## src/rtl/hdlc_tx_pkg.sv

```systemverilog
package hdlc_tx_pkg;
  // Sequencer phases of the transmit stream.
  typedef enum logic [1:0] {
    ST_FLAG  = 2'd0,  // sending a delimiter flag (idle or between frames)
    ST_DATA  = 2'd1,  // shifting frame bytes with zero insertion
    ST_DRAIN = 2'd2,  // one trailing stuffed zero before the closing flag
    ST_ABORT = 2'd3   // sending the run of ones that ends a frame early
  } tx_phase_e;
endpackage

```

## src/rtl/hdlc_tx_seq.sv

```systemverilog
module hdlc_tx_seq
  import hdlc_tx_pkg::*;
#(
  parameter int unsigned BYTE_W     = 8,
  parameter int unsigned RUN_MAX    = 5,
  parameter int unsigned ABORT_ONES = 7,
  parameter logic [BYTE_W-1:0] FLAG_PAT = 8'h7E
) (
  input  logic              clk,
  input  logic              rst,
  input  logic              step,
  input  logic              abort_req,
  input  logic              in_valid,
  input  logic [BYTE_W-1:0] in_data,
  input  logic              in_sof,
  input  logic              in_eof,
  output logic              in_ready,
  output logic              raw_bit,
  output logic              body_bit
);
  localparam int unsigned CNT_W = (BYTE_W > 1) ? $clog2(BYTE_W) : 1;
  localparam int unsigned RUN_W = $clog2(RUN_MAX + 1);
  localparam int unsigned AB_W  = $clog2(ABORT_ONES + 1);
  localparam logic [CNT_W-1:0] IDX_LAST = CNT_W'(BYTE_W - 1);
  localparam logic [RUN_W-1:0] RUN_LAST = RUN_W'(RUN_MAX);
  localparam logic [RUN_W-1:0] RUN_PRE  = RUN_W'(RUN_MAX - 1);
  localparam logic [AB_W-1:0]  AB_FULL  = AB_W'(ABORT_ONES);
  localparam logic [AB_W-1:0]  AB_REST  = AB_W'(ABORT_ONES - 1);

  tx_phase_e         phase;
  logic [CNT_W-1:0]  bit_idx;
  logic [BYTE_W-1:0] shreg;
  logic              last_byte;
  logic [RUN_W-1:0]  run_cnt;
  logic [AB_W-1:0]   ab_left;

  logic in_body, abort_take, stuff_now, byte_end, flag_end, take;
  logic bit_c;

  always_comb begin
    in_body    = (phase == ST_DATA) || (phase == ST_DRAIN);
    abort_take = step && abort_req && in_body;
    stuff_now  = ((phase == ST_DATA) && (run_cnt == RUN_LAST)) || (phase == ST_DRAIN);
    byte_end   = (phase == ST_DATA) && !stuff_now && (bit_idx == IDX_LAST);
    flag_end   = (phase == ST_FLAG) && (bit_idx == IDX_LAST);
    in_ready   = step && !abort_take && (flag_end || (byte_end && !last_byte));
    take       = in_ready && in_valid;
    unique case (phase)
      ST_FLAG:  bit_c = FLAG_PAT[bit_idx];
      ST_DATA:  bit_c = stuff_now ? 1'b0 : shreg[0];
      ST_DRAIN: bit_c = 1'b0;
      default:  bit_c = 1'b1;
    endcase
    if (abort_take) bit_c = 1'b1;
    raw_bit  = bit_c;
    body_bit = in_body && !abort_take;
  end

  always_ff @(posedge clk) begin
    if (rst) begin
      phase     <= ST_FLAG;
      bit_idx   <= '0;
      shreg     <= '0;
      last_byte <= 1'b0;
      run_cnt   <= '0;
      ab_left   <= '0;
    end else if (step) begin
      if (abort_take) begin
        phase   <= ST_ABORT;
        ab_left <= AB_REST;
        run_cnt <= '0;
      end else begin
        unique case (phase)
          ST_FLAG: begin
            run_cnt <= '0;
            bit_idx <= flag_end ? '0 : bit_idx + 1'b1;
            if (take && in_sof) begin
              phase     <= ST_DATA;
              shreg     <= in_data;
              last_byte <= in_eof;
            end
          end
          ST_DATA: begin
            if (stuff_now) begin
              run_cnt <= '0;
            end else begin
              run_cnt <= shreg[0] ? run_cnt + 1'b1 : '0;
              shreg   <= shreg >> 1;
              if (byte_end) begin
                bit_idx <= '0;
                if (last_byte) begin
                  phase <= (shreg[0] && (run_cnt == RUN_PRE)) ? ST_DRAIN : ST_FLAG;
                end else if (take) begin
                  shreg     <= in_data;
                  last_byte <= in_eof;
                end else begin
                  phase   <= ST_ABORT;
                  ab_left <= AB_FULL;
                end
              end else begin
                bit_idx <= bit_idx + 1'b1;
              end
            end
          end
          ST_DRAIN: begin
            phase   <= ST_FLAG;
            bit_idx <= '0;
            run_cnt <= '0;
          end
          default: begin
            run_cnt <= '0;
            if (ab_left <= AB_W'(1)) begin
              phase   <= ST_FLAG;
              bit_idx <= '0;
            end else begin
              ab_left <= ab_left - 1'b1;
            end
          end
        endcase
      end
    end
  end
endmodule

```

## src/rtl/hdlc_tx_line.sv

```systemverilog
module hdlc_tx_line (
  input  logic clk,
  input  logic rst,
  input  logic step,
  input  logic use_nrzi,
  input  logic raw_bit,
  output logic line_out
);
  // Registered line coder; the line rests high after reset.
  always_ff @(posedge clk) begin
    if (rst) begin
      line_out <= 1'b1;
    end else if (step) begin
      if (use_nrzi) line_out <= raw_bit ? line_out : ~line_out;
      else          line_out <= raw_bit;
    end
  end
endmodule

```

## src/rtl/hdlc_tx_stuffer.sv

```systemverilog
module hdlc_tx_stuffer #(
  parameter int unsigned BYTE_W     = 8,
  parameter int unsigned RUN_MAX    = 5,
  parameter int unsigned ABORT_ONES = 7
) (
  input  logic              clk,
  input  logic              rst,
  input  logic              tx_ce,
  input  logic              cfg_nrzi,
  input  logic              abort_req,
  input  logic [BYTE_W-1:0] in_data,
  input  logic              in_valid,
  input  logic              in_sof,
  input  logic              in_eof,
  output logic              in_ready,
  output logic              ser_out
);
  localparam logic [BYTE_W-1:0] FLAG_PAT = BYTE_W'(8'h7E);

  logic raw_bit;
  logic body_bit;

  hdlc_tx_seq #(
    .BYTE_W    (BYTE_W),
    .RUN_MAX   (RUN_MAX),
    .ABORT_ONES(ABORT_ONES),
    .FLAG_PAT  (FLAG_PAT)
  ) u_seq (
    .clk      (clk),
    .rst      (rst),
    .step     (tx_ce),
    .abort_req(abort_req),
    .in_valid (in_valid),
    .in_data  (in_data),
    .in_sof   (in_sof),
    .in_eof   (in_eof),
    .in_ready (in_ready),
    .raw_bit  (raw_bit),
    .body_bit (body_bit)
  );

  hdlc_tx_line u_line (
    .clk     (clk),
    .rst     (rst),
    .step    (tx_ce),
    .use_nrzi(cfg_nrzi),
    .raw_bit (raw_bit),
    .line_out(ser_out)
  );
endmodule

```

## config.mk

```make
export PLATFORM = sky130hd
export DESIGN_NAME = hdlc_tx_stuffer
export DESIGN_NICKNAME = d
export VERILOG_FILES = /design/src/rtl/hdlc_tx_pkg.sv /design/src/rtl/hdlc_tx_seq.sv /design/src/rtl/hdlc_tx_line.sv /design/src/rtl/hdlc_tx_stuffer.sv
export SDC_FILE = /design/constraint.sdc
export NUM_CORES = 1
export LEC_CHECK = 0
export ABC_AREA = 1
export BUFFER_PORTS_ARGS = -buffer_cell sky130_fd_sc_hd__buf_2
export CORE_MARGIN = 8
export CORE_UTILIZATION = 50
export DETAILED_ROUTE_END_ITERATION = 16
export GPL_ROUTABILITY_DRIVEN = 0
export PLACE_DENSITY = 0.68
export SLEW_MARGIN = 20
export SYNTH_ARGS = -nofsm -noshare
export SYNTH_HDL_FRONTEND = slang
export SYNTH_HIERARCHICAL = 1
export SYNTH_SLANG_ARGS = --single-unit
export TNS_END_PERCENT = 50
```

## constraint.sdc

```tcl
create_clock -name clk -period 2.7 [get_ports clk]
set_clock_uncertainty 0.1 [all_clocks]
set_input_delay 0.54 -clock clk [delete_from_list [all_inputs] [get_ports clk]]
set_output_delay 0.54 -clock clk [all_outputs]
set_load 0.03 [all_outputs]
```

# --- Word-level counts from Yosys, hierarchy flattened ---
# Memory sizes are Yosys's and may differ from the RTL's. A register that Yosys moved wholly into a read port is not among the register bits.
# Cells that the tools add are included.
word_totals:
  reg_bits: 21
  mem_bits_ro: 8
  in_bits: 16
  out_inout_bits: 2
  word_cells: 106
  n_memories: 1
classes:
  n_addsub: 3
  n_lt_le_gt_ge: 2
  eq_ne: 17
  mux: 45
  n_bitwise: 2
  reduce_logical: 29
memory_table:
  columns: ["name", "depth", "width", "rd", "rd_ports_with_merged_regs", "wr", "line", "text"]
  rows:
  - ["(name not given)", 8, 1, 1, 1, 0, "hdlc_tx_seq.sv:49", "ST_FLAG: bit_c = FLAG_PAT[bit_idx];"]
op_table:
  columns: ["cell", "n"]
  rows:
  - ["2-to-1 mux 3 bit", 16]
  - ["2-to-1 mux 8 bit", 5]
  - ["2-to-1 mux 2 bit", 8]
  - ["one-hot mux 8 bit (2 select lines)", 1]
  - ["logical AND 1 bit", 12]
  - ["AND reduction 6 bit", 2]
  - ["2-to-1 mux 1 bit", 10]
  - ["equality test 3 bit (second input constant)", 3]
  - ["inequality test 3 x 2 -> 1 bit (second input constant)", 3]
  - ["one-hot mux 3 bit (3 select lines)", 1]
  - ["AND reduction 7 bit", 1]
  - ["adder 3 x 1 -> 3 bit (second input constant)", 2]
  - ["inequality test 2 bit (second input constant)", 3]
  - ["inequality test 3 x 1 -> 1 bit (second input constant)", 2]
  - ["one-hot mux 2 bit (3 select lines)", 1]
  - ["one-hot mux 3 bit (2 select lines)", 1]
  - ["AND reduction 5 bit", 1]
  - ["nonzero test 5 bit", 1]
  - ["less-than comparator 3 x 4 -> 1 bit (second input constant)", 1]
  - ["inequality test 2 x 1 -> 1 bit (second input constant)", 2]
  - ["inequality test 4 x 2 -> 1 bit (second input constant)", 1]
  - ["AND reduction 4 bit", 1]
  - ["nonzero test 4 bit", 1]
  - ["less-or-equal comparator 3 x 1 -> 1 bit (second input constant)", 1]
  - ["13 further kinds", 18]

# --- Logic depth before layout (Yosys ltp) ---
logic_depth:
  ltp_word: 16
  depth_mapped: 14
  mapped_depth_nobuf: 14

# --- Hierarchy ---
# The synthesis kept the hierarchy.
by_module_without_submodules:
  columns: ["mod", "instances", "cells_each", "area_each_um2", "seq_area_each_um2"]
  rows:
  - ["hdlc_tx_seq", 1, 238, 1515.2, 420.4]
  - ["hdlc_tx_line", 1, 11, 61.3, 20.0]

# --- Worst setup path before layout ---
# OpenSTA, ideal clock, no wires.
synth_timing:
  path_kind: "register -> output"
  from: "register u_seq.phase[0]"
  to: "output in_ready"
  t_arrival_ns: 1.304
  setup_slack_ns: 0.756
  path_stages_with_launch: 7
  path_buffers: 0
  path_cell_list: "dfxtp_1 inv_1 ha_1 nand3_2 inv_2 nor2_4 and2_2"
synth_between:
  elab_chain_len: 9
  elab_cells_between_ends: 16
  classes_between: "eq/ne (2); reduce/logical (14)"
synth_lines:
  columns: ["item", "line", "text"]
  rows:
  - ["from (decl)", "hdlc_tx_seq.sv:30", "tx_phase_e phase;"]
  - ["from (signal assigned)", "hdlc_tx_seq.sv:92", "phase <= (shreg[0] && (run_cnt == RUN_PRE)) ? ST_DRAIN : ST_FLAG;"]
  - ["equality test 2 x 1 -> 1 bit", "hdlc_tx_seq.sv:41, hdlc_tx_seq.sv:43, hdlc_tx_seq.sv:44", null]
  - ["logical AND 1 bit", "hdlc_tx_seq.sv:43", "stuff_now = ((phase == ST_DATA) && (run_cnt == RUN_LAST)) || (phase == ST_DRAIN);"]
  - ["logical OR 1 bit", "hdlc_tx_seq.sv:43", null]
  - ["logical NOT 1 bit", "hdlc_tx_seq.sv:44", "byte_end = (phase == ST_DATA) && !stuff_now && (bit_idx == IDX_LAST);"]
  - ["logical AND 1 bit (2 in series)", "hdlc_tx_seq.sv:44", null]
  - ["logical AND 1 bit", "hdlc_tx_seq.sv:46", "in_ready = step && !abort_take && (flag_end || (byte_end && !last_byte));"]
  - ["logical OR 1 bit", "hdlc_tx_seq.sv:46", null]
  - ["logical AND 1 bit (*)", "hdlc_tx_seq.sv:46", null]
  - ["to (decl)", "hdlc_tx_stuffer.sv:15", "output logic in_ready,"]
# Mark *: on every way between the ends. The rest lies on a longest branch, timed or not.

# --- Final worst setup path ---
layout_timing:
  from: "register u_seq.phase[1]"
  to: "output in_ready"
# Same word-level chain as after synthesis.

==> impl_metrics.py <==
metrics = {
    "finish": {
        "layout_commonest_cell": "nand2_1",
        "syn_to_final_growth_pct": 9.156,
        "n_antenna_cell": 0,
        "finalNetCount": 294,
        "mostFrequentLayoutCells": "nand2_1, inv_1, nor2_1",
        "drive_above_1_share_pct": 14.34,
    },
    "global_route": {
        "grt_pass1_wl_um": 5582,
        "grt_usage_pct": 13.13,
        "grt_pass1_vias": 1285,
        "antenna_found_initial": 0,
        "grt_max_degree": 16,
        "grt_remaining_overflow": 0,
    },
    "clock_network": {
        "cts_buffers": 3,
        "cts_tree": "yes",
        "cts_hold_buf": 0,
        "cts_resized": 0,
        "clock-sinks": 22,
        "cts_root_buf": "clkbuf_4",
        "post_cts_buffers": 0,
        "clk_path_buf_depth": 2,
        "htreeDepth": 1,
        "clk_latency_ps": 320,
        "clk_pin_slew_ps": 130,
    },
    "routing": {
        "vias": 1455,
        "drtAntennaViolNets": 0,
        "wirelength_um": 3210,
        "drc_errors": 0,
        "drt_iter0_drc": 76,
        "wl_per_cell_um": 10.39,
        "avgViaCountPerCell": 4.709,
        "firstDrtPassIters": 4,
    },
    "power_and_ir_drop": {
        "switching_share_pct": 33.01,
        "p_int_uw": 493.8,
        "clock_power_share_pct": 26.0,
        "sequentialPowerShare_pct": 48.7,
        "p_sw_uw": 243.3,
        "p_per_area_mw_per_mm2": 429.7,
        "pwr-share-comb_pct": 25.3,
        "ir_worst_vdd_v": 0.0002994,
        "leakage_nw": 0.8799,
        "total_power_uw": 737.1,
    },
    "sta": {
        "finalCritPeriodShare_pct": 94.64,
        "finalHoldViolCount": 0,
        "drv_slew": 0,
        "fmax_ghz": 0.3914,
        "setup_viol": 0,
        "fin_crit_ps": 2555,
        "setup_tns_ps": 0,
        "slew_headroom_pct": 67.55,
        "worst-slew-pin-transition_ps": 486.2,
        "rsz0062_at_grt": "no",
    },
    "critical_path": {
        "required_ps": 2060,
        "r2r_slack_ps": 440,
        "crit_start": "u_seq/phase[1]$_SDFFE_PP0P_",
        "worst_r2r_endpoint": "u_seq/shreg[4]$_SDFFE_PP0P_",
        "crit_end": "in_ready",
        "end_kind": "primary output",
        "arrival_ps": 1920,
        "cp-start-kind": "register",
        "r2r_cells": 10,
        "worstReg2RegStart": "u_seq/phase[0]$_SDFFE_PP0P_",
        "worst-setup-path-type": "reg2out",
        "crit_fanout": 11,
    },
    "synthesis": {
        "synth_fp_nets": 276,
        "syn_area_per_cell_um2": 6.337,
        "syn_inst": 248,
        "synth_area_mm2": 0.001572,
        "yosysWarnings": 6,
    },
    "hold_path": {
        "min_path_type": "in2reg",
    },
    "die": {
        "die_y_um": 72.06,
        "start_util_pct": 51.90,
        "num_rows": 20,
        "dieArea_mm2": 0.005193,
        "ios": 18,
        "die_w_um": 72.06,
        "coreArea_mm2": 0.003028,
    },
    "placed_design": {
        "io_buffer_count": 17,
        "dp_hpwl_um": 2468,
    },
    "outcome": {
        "status": "completed",
    },
    "job": {
        "drv_cap": 0,
    },
}
==> area by class of cell <==
| type | count | area [µm²] |
|---|---|---|
| Multi-Input combinational cell | 175 | 922.1 |
| Timing Repair Buffer | 17 | 85.08 |
| Clock buffer | 4 | 36.28 |
| Sequential cell | 22 | 440.4 |
| Fill cell | 300 | 1313 |
| Tap cell | 44 | 55.05 |
| Inverter | 47 | 176.4 |
==> flip-flops by register name, indices dropped and copies added, names as in the netlist, named ones only <==
name / count
u_seq/run_cnt: 3
u_seq/shreg: 8
u_seq/phase: 2
u_seq/ab_left: 3
u_line/line_out: 1
u_seq/bit_idx: 3
u_seq/last_byte: 1
==> stage by stage <==
| step | setup WS [ps] | util [%] | hold WS (ps) | cells | instance area (µm²) |
|---|---|---|---|---|---|
| detailed placement | 469.1 | 55.45 | 378.8 | 305 | 1679 |
| CTS | 122.4 | 56.65 | 381.4 | 309 | 1715 |
| global placement | 453.4 | 55.45 | 353.3 | 305 | 1679 |
| global route | 1.555 | 56.65 | 377.9 | 309 | 1715 |
| finish | 144.8 | 56.65 | 390.0 | 309 | 1715 |
| floorplan | 756.5 | - | 334.4 | 248 | 1572 |
==> power by group through the flow <==
stage                     Combinational [mW]  Clock [mW]  Sequential, mW
after floorplan                        0.148           0           0.366
after global placement                 0.185           0           0.366
after detailed placement               0.186           0           0.366
after CTS                              0.187       0.200           0.359
after global routing                   0.218       0.213           0.362
final                                  0.187       0.191           0.359
==> layer usage <==
layer / vias to the layer above / wire length (µm) / track usage, %
li1: 795 / - / -
met5: - / 0 / 0
met1: 629 / 1657 / 17.07
met4: 0 / 50 / 4.762
met2: 23 / 1346 / 19.66
met3: 8 / 155 / 4.132
==> critical path, cell delays in order, from the launching register on <==
cell	delay (ps)
dfxtp_1	360
inv_1	100
ha_1	430
nand4_4	170
o21bai_4	190
and2_2	160
buf_2	190
==> worst min-delay path by stage <==
stage / cells past startpoint / to / from
4_1_cts: 2 / u_seq/run_cnt[0]$_SDFFE_PP0P_ / rst
3_3_place_gp: 2 / u_seq/ab_left[2]$_SDFFE_PP0P_ / u_seq/ab_left[2]$_SDFFE_PP0P_
3_5_place_dp: 2 / u_seq/shreg[7]$_SDFFE_PP0P_ / u_seq/shreg[7]$_SDFFE_PP0P_
5_1_grt: 2 / u_seq/ab_left[2]$_SDFFE_PP0P_ / rst
6_report: 2 / u_seq/ab_left[2]$_SDFFE_PP0P_ / rst
2_1_floorplan: 2 / u_seq/ab_left[2]$_SDFFE_PP0P_ / u_seq/ab_left[2]$_SDFFE_PP0P_
No activity file was read; power rests on OpenSTA's default activity.
